===== src/rtl/ptmr_pkg.sv =====
package ptmr_pkg;
  typedef enum logic [1:0] {
    REG_CTLA  = 2'd0,
    REG_SETUP = 2'd1,
    REG_CNTLO = 2'd2,
    REG_CNTHI = 2'd3
  } regSel_e;

  typedef struct packed {
    logic countStep;
    logic loadLo;
    logic loadHi;
  } dpStrobe_t;
endpackage


===== src/rtl/ptmr_datapath.sv =====
module ptmr_datapath
  import ptmr_pkg::*;
#(
  parameter int BYTE_W = 8
) (
  input  logic              clk,
  input  logic              rstN,
  input  dpStrobe_t         strb,
  input  logic              wide,
  input  logic [BYTE_W-1:0] wrData,
  output logic [BYTE_W-1:0] cntLo,
  output logic [BYTE_W-1:0] cntHi,
  output logic              evtHit
);
  localparam logic [BYTE_W-1:0] ALL_ONES = '1;

  logic                matchNarrow;
  logic                rollWide;
  logic [2*BYTE_W-1:0] wideNext;

  assign matchNarrow = (cntLo == cntHi);
  assign rollWide    = (cntLo == ALL_ONES) && (cntHi == ALL_ONES);
  assign wideNext    = {cntHi, cntLo} + 1'b1;
  assign evtHit      = strb.countStep && (wide ? rollWide : matchNarrow);

  always_ff @(posedge clk) begin
    if (!rstN) begin
      cntLo <= '0;
      cntHi <= '0;
    end else if (strb.loadLo || strb.loadHi) begin
      if (strb.loadLo) cntLo <= wrData;
      if (strb.loadHi) cntHi <= wrData;
    end else if (strb.countStep) begin
      if (wide) {cntHi, cntLo} <= wideNext;
      else      cntLo <= matchNarrow ? '0 : cntLo + 1'b1;
    end
  end
endmodule


===== src/rtl/ptmr_ctrl.sv =====
module ptmr_ctrl
  import ptmr_pkg::*;
#(
  parameter int BYTE_W     = 8,
  parameter int PRE_SEL_W  = 4,
  parameter int POST_SEL_W = 4
) (
  input  logic                  clk,
  input  logic                  rstN,
  input  logic                  cntTick,
  input  logic                  sleep,
  input  logic                  wrEn,
  input  logic [1:0]            wrAddr,
  input  logic [BYTE_W-1:0]     wrData,
  input  logic                  evtHit,
  output dpStrobe_t             strb,
  output logic                  enQ,
  output logic                  wideQ,
  output logic                  asyncQ,
  output logic                  irqEnQ,
  output logic                  flagQ,
  output logic                  outQ,
  output logic [PRE_SEL_W-1:0]  preSel,
  output logic [POST_SEL_W-1:0] postSel
);
  localparam int PRE_CNT_W = (1 << PRE_SEL_W) - 1;
  localparam int EN_BIT    = BYTE_W - 1;
  localparam int WIDE_BIT  = BYTE_W - 2;
  localparam int FLAG_BIT  = BYTE_W - 1;
  localparam int IE_BIT    = BYTE_W - 2;
  localparam int ASYNC_BIT = BYTE_W - 4;

  logic                  wrCtlA, wrSetup, wrLo, wrHi, scalerClr;
  logic                  runOk, preHit, postHit, tickTaken;
  logic [PRE_CNT_W-1:0]  preCnt, preMask;
  logic [POST_SEL_W-1:0] postCnt;

  assign wrCtlA    = wrEn && (wrAddr == REG_CTLA);
  assign wrSetup   = wrEn && (wrAddr == REG_SETUP);
  assign wrLo      = wrEn && (wrAddr == REG_CNTLO);
  assign wrHi      = wrEn && (wrAddr == REG_CNTHI);
  assign scalerClr = wrCtlA || wrSetup || wrLo;

  assign runOk     = enQ && !(sleep && !asyncQ);
  assign tickTaken = cntTick && runOk && !wrEn;
  assign preMask   = (PRE_CNT_W'(1) << preSel) - 1'b1;
  assign preHit    = ((preCnt & preMask) == preMask);
  assign postHit   = evtHit && (postCnt == postSel);

  assign strb.countStep = tickTaken && preHit;
  assign strb.loadLo    = wrLo;
  assign strb.loadHi    = wrHi;

  always_ff @(posedge clk) begin
    if (!rstN) begin
      enQ     <= 1'b0;
      wideQ   <= 1'b0;
      postSel <= '0;
      asyncQ  <= 1'b0;
      irqEnQ  <= 1'b0;
      preSel  <= '0;
    end else begin
      if (wrCtlA) begin
        enQ     <= wrData[EN_BIT];
        wideQ   <= wrData[WIDE_BIT];
        postSel <= wrData[POST_SEL_W-1:0];
      end
      if (wrSetup) begin
        irqEnQ <= wrData[IE_BIT];
        asyncQ <= wrData[ASYNC_BIT];
        preSel <= wrData[PRE_SEL_W-1:0];
      end
    end
  end

  always_ff @(posedge clk) begin
    if (!rstN)          preCnt <= '0;
    else if (scalerClr) preCnt <= '0;
    else if (tickTaken) preCnt <= preHit ? '0 : preCnt + 1'b1;
  end

  always_ff @(posedge clk) begin
    if (!rstN)          postCnt <= '0;
    else if (scalerClr) postCnt <= '0;
    else if (evtHit)    postCnt <= postHit ? '0 : postCnt + 1'b1;
  end

  always_ff @(posedge clk) begin
    if (!rstN) begin
      flagQ <= 1'b0;
      outQ  <= 1'b0;
    end else begin
      if (postHit)                           flagQ <= 1'b1;
      else if (wrSetup && !wrData[FLAG_BIT]) flagQ <= 1'b0;
      if (postHit) outQ <= ~outQ;
    end
  end
endmodule


===== src/rtl/prescaled_timer.sv =====
module prescaled_timer
  import ptmr_pkg::*;
#(
  parameter int BYTE_W     = 8,
  parameter int PRE_SEL_W  = 4,
  parameter int POST_SEL_W = 4
) (
  input  logic              clk,
  input  logic              rstN,
  input  logic              cntTick,
  input  logic              sleep,
  input  logic              wrEn,
  input  logic [1:0]        wrAddr,
  input  logic [BYTE_W-1:0] wrData,
  input  logic [1:0]        rdAddr,
  output logic [BYTE_W-1:0] rdData,
  output logic              tmrOut,
  output logic              irq,
  output logic              wakeReq
);
  dpStrobe_t             strb;
  logic                  enQ, wideQ, asyncQ, irqEnQ, flagQ, outQ, evtHit;
  logic [PRE_SEL_W-1:0]  preSel;
  logic [POST_SEL_W-1:0] postSel;
  logic [BYTE_W-1:0]     cntLo, cntHi, ctlAByte, setupByte;

  ptmr_ctrl #(.BYTE_W(BYTE_W), .PRE_SEL_W(PRE_SEL_W), .POST_SEL_W(POST_SEL_W)) u_ctrl (
    .clk(clk), .rstN(rstN), .cntTick(cntTick), .sleep(sleep), .wrEn(wrEn),
    .wrAddr(wrAddr), .wrData(wrData), .evtHit(evtHit), .strb(strb), .enQ(enQ),
    .wideQ(wideQ), .asyncQ(asyncQ), .irqEnQ(irqEnQ), .flagQ(flagQ), .outQ(outQ),
    .preSel(preSel), .postSel(postSel)
  );

  ptmr_datapath #(.BYTE_W(BYTE_W)) u_dp (
    .clk(clk), .rstN(rstN), .strb(strb), .wide(wideQ), .wrData(wrData),
    .cntLo(cntLo), .cntHi(cntHi), .evtHit(evtHit)
  );

  always_comb begin
    ctlAByte = '0;
    ctlAByte[BYTE_W-1]       = enQ;
    ctlAByte[BYTE_W-2]       = wideQ;
    ctlAByte[BYTE_W-3]       = outQ;
    ctlAByte[POST_SEL_W-1:0] = postSel;
    setupByte = '0;
    setupByte[BYTE_W-1]      = flagQ;
    setupByte[BYTE_W-2]      = irqEnQ;
    setupByte[BYTE_W-4]      = asyncQ;
    setupByte[PRE_SEL_W-1:0] = preSel;
  end

  always_comb begin
    case (rdAddr)
      REG_CTLA:  rdData = ctlAByte;
      REG_SETUP: rdData = setupByte;
      REG_CNTLO: rdData = cntLo;
      default:   rdData = cntHi;
    endcase
  end

  assign tmrOut  = outQ;
  assign irq     = flagQ && irqEnQ;
  assign wakeReq = irq && sleep && asyncQ;
endmodule


===== config.mk =====
export PLATFORM = sky130hd
export DESIGN_NAME = prescaled_timer
export DESIGN_NICKNAME = d
export VERILOG_FILES = /design/src/rtl/ptmr_pkg.sv /design/src/rtl/ptmr_datapath.sv /design/src/rtl/ptmr_ctrl.sv /design/src/rtl/prescaled_timer.sv
export SDC_FILE = /design/constraint.sdc
export NUM_CORES = 1
export LEC_CHECK = 0
export BUFFER_PORTS_ARGS = -buffer_cell sky130_fd_sc_hd__buf_2
export CORE_UTILIZATION = 30
export DETAILED_ROUTE_END_ITERATION = 8
export GPL_TIMING_DRIVEN = 0
export PLACE_DENSITY = 0.47
export SYNTH_ARGS = -nofsm -noshare
export SYNTH_HDL_FRONTEND = slang
export SYNTH_SLANG_ARGS = --single-unit
export TNS_END_PERCENT = 100

===== constraint.sdc =====
create_clock -name clk -period 3.5 [get_ports clk]
set_input_delay 0.35 -clock clk [delete_from_list [all_inputs] [get_ports clk]]
set_output_delay 0.35 -clock clk [all_outputs]
set_load 0.02 [all_outputs]

==> out/qor_table.md <==
| Group | Item | This run |
|---|---|---|
| hold path | Hold Path Depth | 3 |
| finish | Filler cell count | 1171 |
| routing | DRC marker count from the first detailed-route iteration | 157 |
| synth | Post-synthesis xor/xnor area fraction | 7.25% |
| hold path | Worst hold endpoint | u_ctrl.asyncQ |
| routing | Drc violations | 0 |
| worst setup path | Required time of the critical path | 3690 ps |
| grt | Wire length of the first global-routing pass | 15200 um |
| sta | Final hold violations | 0 |
| worst setup path | Critical path's slowest cell | sky130_fd_sc_hd__a31oi_1 |
| worst setup path | Delay contributed by the slowest stage of the critical path | 710 ps |
| routing | Via density per instance | 5.30 |
| routing | Routed vias | 3035 |
| cts | Hold-fix buffers at CTS | 0 |
| synth | Library cells used by synthesis | 68 |
| cts | Number of CTS-inserted buffers | 5 |
| sta | Part of the cycle the worst path needs | 93.5% |
| finish | Storage cell area | 981 sq um |
| worst setup path | Worst path arrival time | 3470 ps |
| job | Number of max-capacitance violations reported | 0 |
| synth | Post-synth design cell area | 3380 sq um |
| cts | Clock Pin Slew Worst Setup and Hold Paths | 70 ps |
| routing | Final routed wire length divided by cell count | 16.7 um |
| synth | Simple-gate share of the synthesized area | 26.3% |
| sta | Final critical-path required period | 3270 ps |
| routing | Number of antenna-violating nets in the routed design | 0 |
| routing | DRT Pass-1 Iters | 4 |
| sta | Number of max-slew violations in the final report | 0 |
| cts | Clock insertion delay at the later pin of the skew report | 300 ps |
| synth | Number of enable-type register cells in the synthesized netlist | 0 |
| synth | Mean cell area of the mapped netlist | 8.44 sq um |
| sta | Transition time at the pin with the least slew margin | 824 ps |
| worst setup path | Worst Setup Start Kind | flip-flop |
| finish | Share of layout cells above drive strength 1 | 18.0% |
| placed design | Cell count after placement | 565 |
| die | Die span in x | 108 um |
| placed design | I/O Buffers | 24 |
| finish | Post-synthesis to final-layout area growth | 12.8% |
| worst setup path | Critical path's top delay family | compound AO/OA/AOI/OAI gates |
| die | Die outline area | 11700 sq um |
| synth | Post-Synth Adder-Cell Area | 1.48% |
| grt | Pin count of the biggest net entering global routing | 15 |
| cts | Clock tree root buffer cell | sky130_fd_sc_hd__clkbuf_16 |
| synth | Async set or reset register ratio after synthesis | 0% |
| die | Effective utilization at floorplan | 30.9% |
| cts | Post-CTS Setup Inserts | 0 |
| placed design | Detailed placer's ending HPWL | 7260 um |
| synth | Share of the synthesized area in compound gates (AO/OA/AOI/OAI) | 17.8% |
| grt | GRT Residual Overflow | 0 |
| synth | Flop and latch count out of synthesis | 49 |
| sta | Clock Skew | 11.2 ps |
| finish | Nets | 453 |
| cts | Count of clock tree sinks | 49 |
| worst setup path | CP dominant cell by count | sky130_fd_sc_hd__buf_6 |
| sta | Worst max-slew margin expressed relative to the limit | 44.8% |
| hold path | Worst min-delay path category | in -> reg |
| die | Ports placed on the boundary | 28 |
| routing | Detailed-route wire length | 9550 um |
| worst setup path | Max Fanout on Critical Path | 10 |
| synth | Gate Count Post-Synth | 401 |
| synth | Multiplexer fraction of the synthesized cell area | 10.1% |
| synth | Number of warning messages in the yosys log | 0 |
| status | Outcome | completed |
| worst setup path | Critical Path Sink Type | flip-flop |
| worst setup path | Number of buffer and inverter stages on the critical path | 3 |
| worst setup path | Crit-path cells | buf_6, clkbuf_8, nor3_1, nand2b_1, ha_1, buf_6, nor2_1, a22oi_1, o32ai_1, a211oi_4, a31oi_1, a21oi_1, o221a_2 |
| placed design | Placer's final routability congestion estimate | 0.830 |
| die | Number of placement rows | 38 |
| sta | Unrepaired setup endpoints after global routing | false |
| sta | Timing-limited maximum frequency | 305 MHz |
| worst setup path | FF-to-FF setup slack | 230 ps |
| synth | Main combinational cell family by area after synthesis | simple AND/OR/NAND/NOR gates |
| finish | Multi-input gate area in the final layout | 2120 sq um |
| sta | Worst-case hold slack | 314 ps |
| die | DIE HEIGHT | 108 um |
| worst setup path | Reg-to-reg endpoint | u_dp.cntHi[6] |
| finish | Design Area, Final | 3820 sq um |
| pwr | Power density cells | 342 nW/um^2 |
| synth | Leading register cell type out of synthesis | sky130_fd_sc_hd__dfxtp_1 |
| pwr | Worst vdd ir | 0.163 mV |
| worst setup path | Number of cells traversed by the worst register-to-register path | 13 |
| placed design | Area after detailed placement | 3680 sq um |
| sta | Aggregate negative setup slack | 0 ps |
| die | Area inside the core boundary | 10900 sq um |
| cts | CTS Buffer Depth | 2 |
| finish | Post-route non-filler standard cell count | 573 |
| grt | Aggregate global-route resource usage | 17.1% |
| worst setup path | Critical register-to-register path startpoint | u_ctrl.preSel[2] |
| cts | Clock H-tree levels | 2 |
| grt | Via count of the first global-routing pass | 2806 |
| cts | CTS tree | done |
| worst setup path | Critical path class | reg -> reg |
| sta | Setup violators final | 0 |
| hold path | Hold path start | wrData[4] |
| finish | Antenna fix cells | 0 |
| grt | Number of antenna violations at the first check in global routing | 0 |
| synth | Number of nets in the synthesized netlist | 422 |
| cts | Number of gates resized after CTS | 0 |
| synth | Seq/Total Area, Yosys | 29.0% |
| pwr | Leakage power total | 0.00139 uW |
cell families after synthesis:
kind of cell,after synthesis
compound gates,81
xor+xnor,28
fa+ha+maj,4
flops,49
buf+inv,39
mux,26
simple gates,174
registers in the layout, indices dropped and copies added, names as in the netlist:
| register | flops |
|---|---|
| u_ctrl.postSel | 4 |
| u_dp.cntHi | 8 |
| u_ctrl.asyncQ | 1 |
| u_ctrl.postCnt | 4 |
| u_ctrl.outQ | 1 |
| u_ctrl.wideQ | 1 |
| u_ctrl.irqEnQ | 1 |
| u_ctrl.enQ | 1 |
| u_ctrl.preCnt | 15 |
| u_ctrl.preSel | 4 |
| u_ctrl.flagQ | 1 |
| u_dp.cntLo | 8 |
placed cells by master (no fill, tap or decap), types with 5 or more instances in the layout:
| master | synthesis | routed |
|---|---|---|
| sky130_fd_sc_hd__buf_2 | 0 | 24 |
| sky130_fd_sc_hd__a21oi_1 | 19 | 19 |
| sky130_fd_sc_hd__clkbuf_8 | 6 | 6 |
| sky130_fd_sc_hd__buf_6 | 7 | 7 |
| sky130_fd_sc_hd__nand2_1 | 42 | 42 |
| sky130_fd_sc_hd__nor2_1 | 55 | 55 |
| sky130_fd_sc_hd__xnor2_1 | 21 | 21 |
| sky130_fd_sc_hd__mux4_2 | 6 | 6 |
| sky130_fd_sc_hd__and3_1 | 7 | 7 |
| sky130_fd_sc_hd__inv_1 | 13 | 13 |
| sky130_fd_sc_hd__xor2_1 | 7 | 7 |
| sky130_fd_sc_hd__mux2i_1 | 16 | 16 |
| sky130_fd_sc_hd__dfxtp_1 | 49 | 49 |
| sky130_fd_sc_hd__nor3_1 | 5 | 5 |
| sky130_fd_sc_hd__nand3_1 | 14 | 14 |
| sky130_fd_sc_hd__nand4_1 | 18 | 18 |
| sky130_fd_sc_hd__a31oi_1 | 5 | 5 |
| sky130_fd_sc_hd__clkbuf_1 | 9 | 10 |
| sky130_fd_sc_hd__o21ai_0 | 15 | 15 |
| sky130_fd_sc_hd__clkbuf_16 | 0 | 5 |
through the flow:
| stage | setup slack, ps | utilization [%] | power (uW) |
|---|---|---|---|
| 6_report | 226 | 34.9 | 1310 |
| 5_1_grt | 19.3 | 34.9 | 1360 |
| 4_1_cts | 295 | 34.9 | 1320 |
| 3_5_place_dp | 307 | 33.6 | 826 |
| 3_3_place_gp | 296 | 33.6 | 825 |
| 2_1_floorplan | 711 | - | 756 |
metal layers:
layer / share of wire, % / wire [um] / track usage (%)
met1: 50 / 4780 / 24.1
met2: 45 / 4330 / 27.2
met3: 4.0 / 385 / 2.83
met4: 0.62 / 59 / 3.72
met5: 0 / 0 / 0
where the power goes:
part,internal (uW),switching [uW]
Sequential,568,14.4
Clock,264,228
Combinational,91.8,139
Total,923,382
how the worst max path moves through the flow:
stage,startpoint,depth (start not counted),slack [ps],end
after CTS,u_ctrl.preSel[2],13,300,u_dp.cntHi[6]
after floorplan,u_ctrl.preSel[2],14,710,u_dp.cntLo[2]
after global placement,u_ctrl.preSel[2],13,300,u_dp.cntHi[6]
final,u_ctrl.preSel[2],13,230,u_dp.cntHi[6]
after global routing,u_ctrl.preSel[2],13,20,u_dp.cntHi[6]
after detailed placement,u_ctrl.preSel[2],13,310,u_dp.cntHi[6]
cells in the mapped netlist (3+ instances only):
cell	count	area, sq um
sky130_fd_sc_hd__o22ai_1	3	18.8
sky130_fd_sc_hd__nor2b_1	4	25.0
sky130_fd_sc_hd__o21ai_0	15	75.1
sky130_fd_sc_hd__or2_2	3	18.8
sky130_fd_sc_hd__xor2_1	7	61.3
sky130_fd_sc_hd__a31oi_1	5	31.3
sky130_fd_sc_hd__a21oi_1	19	95.1
sky130_fd_sc_hd__ha_1	4	50.1
sky130_fd_sc_hd__nor3_1	5	25.0
sky130_fd_sc_hd__and3_1	7	43.8
sky130_fd_sc_hd__mux2i_1	16	160
sky130_fd_sc_hd__buf_6	7	78.8
sky130_fd_sc_hd__clkbuf_1	9	33.8
sky130_fd_sc_hd__a22oi_1	3	22.5
sky130_fd_sc_hd__clkbuf_8	6	82.6
sky130_fd_sc_hd__o32ai_1	4	35.0
sky130_fd_sc_hd__mux2_2	4	45.0
sky130_fd_sc_hd__nand2_1	42	158
sky130_fd_sc_hd__nand3_1	14	70.1
sky130_fd_sc_hd__xnor2_1	21	184
sky130_fd_sc_hd__nand4_1	18	113
sky130_fd_sc_hd__o21a_1	3	22.5
sky130_fd_sc_hd__dfxtp_1	49	981
sky130_fd_sc_hd__nor2_1	55	206
sky130_fd_sc_hd__and4_1	3	26.3
sky130_fd_sc_hd__inv_1	13	48.8
sky130_fd_sc_hd__mux4_2	6	135
worst reg2reg max path, delay by kind of cell, from the launching register on:
family | cells | cell delay (ps)
AOI/OAI and AO/OA | 6 | 1740
adders and majority gates | 1 | 210
buffers and inverters | 3 | 420
DFF | 1 | 310
and+or+nand+nor | 3 | 500
cell type report:
cell class              instances  share of cell area [%]
clock inverters                 2                   0.262
repair buffers                 24                    3.15
flip-flops and latches         49                    25.7
inverters                      13                    1.28
well taps                     140                    4.59
multi-input cells             313                    55.7
clock buffers                   6                    3.38
plain buffers                  26                    6.00
Note: power is estimated with default switching activity, not from simulation.
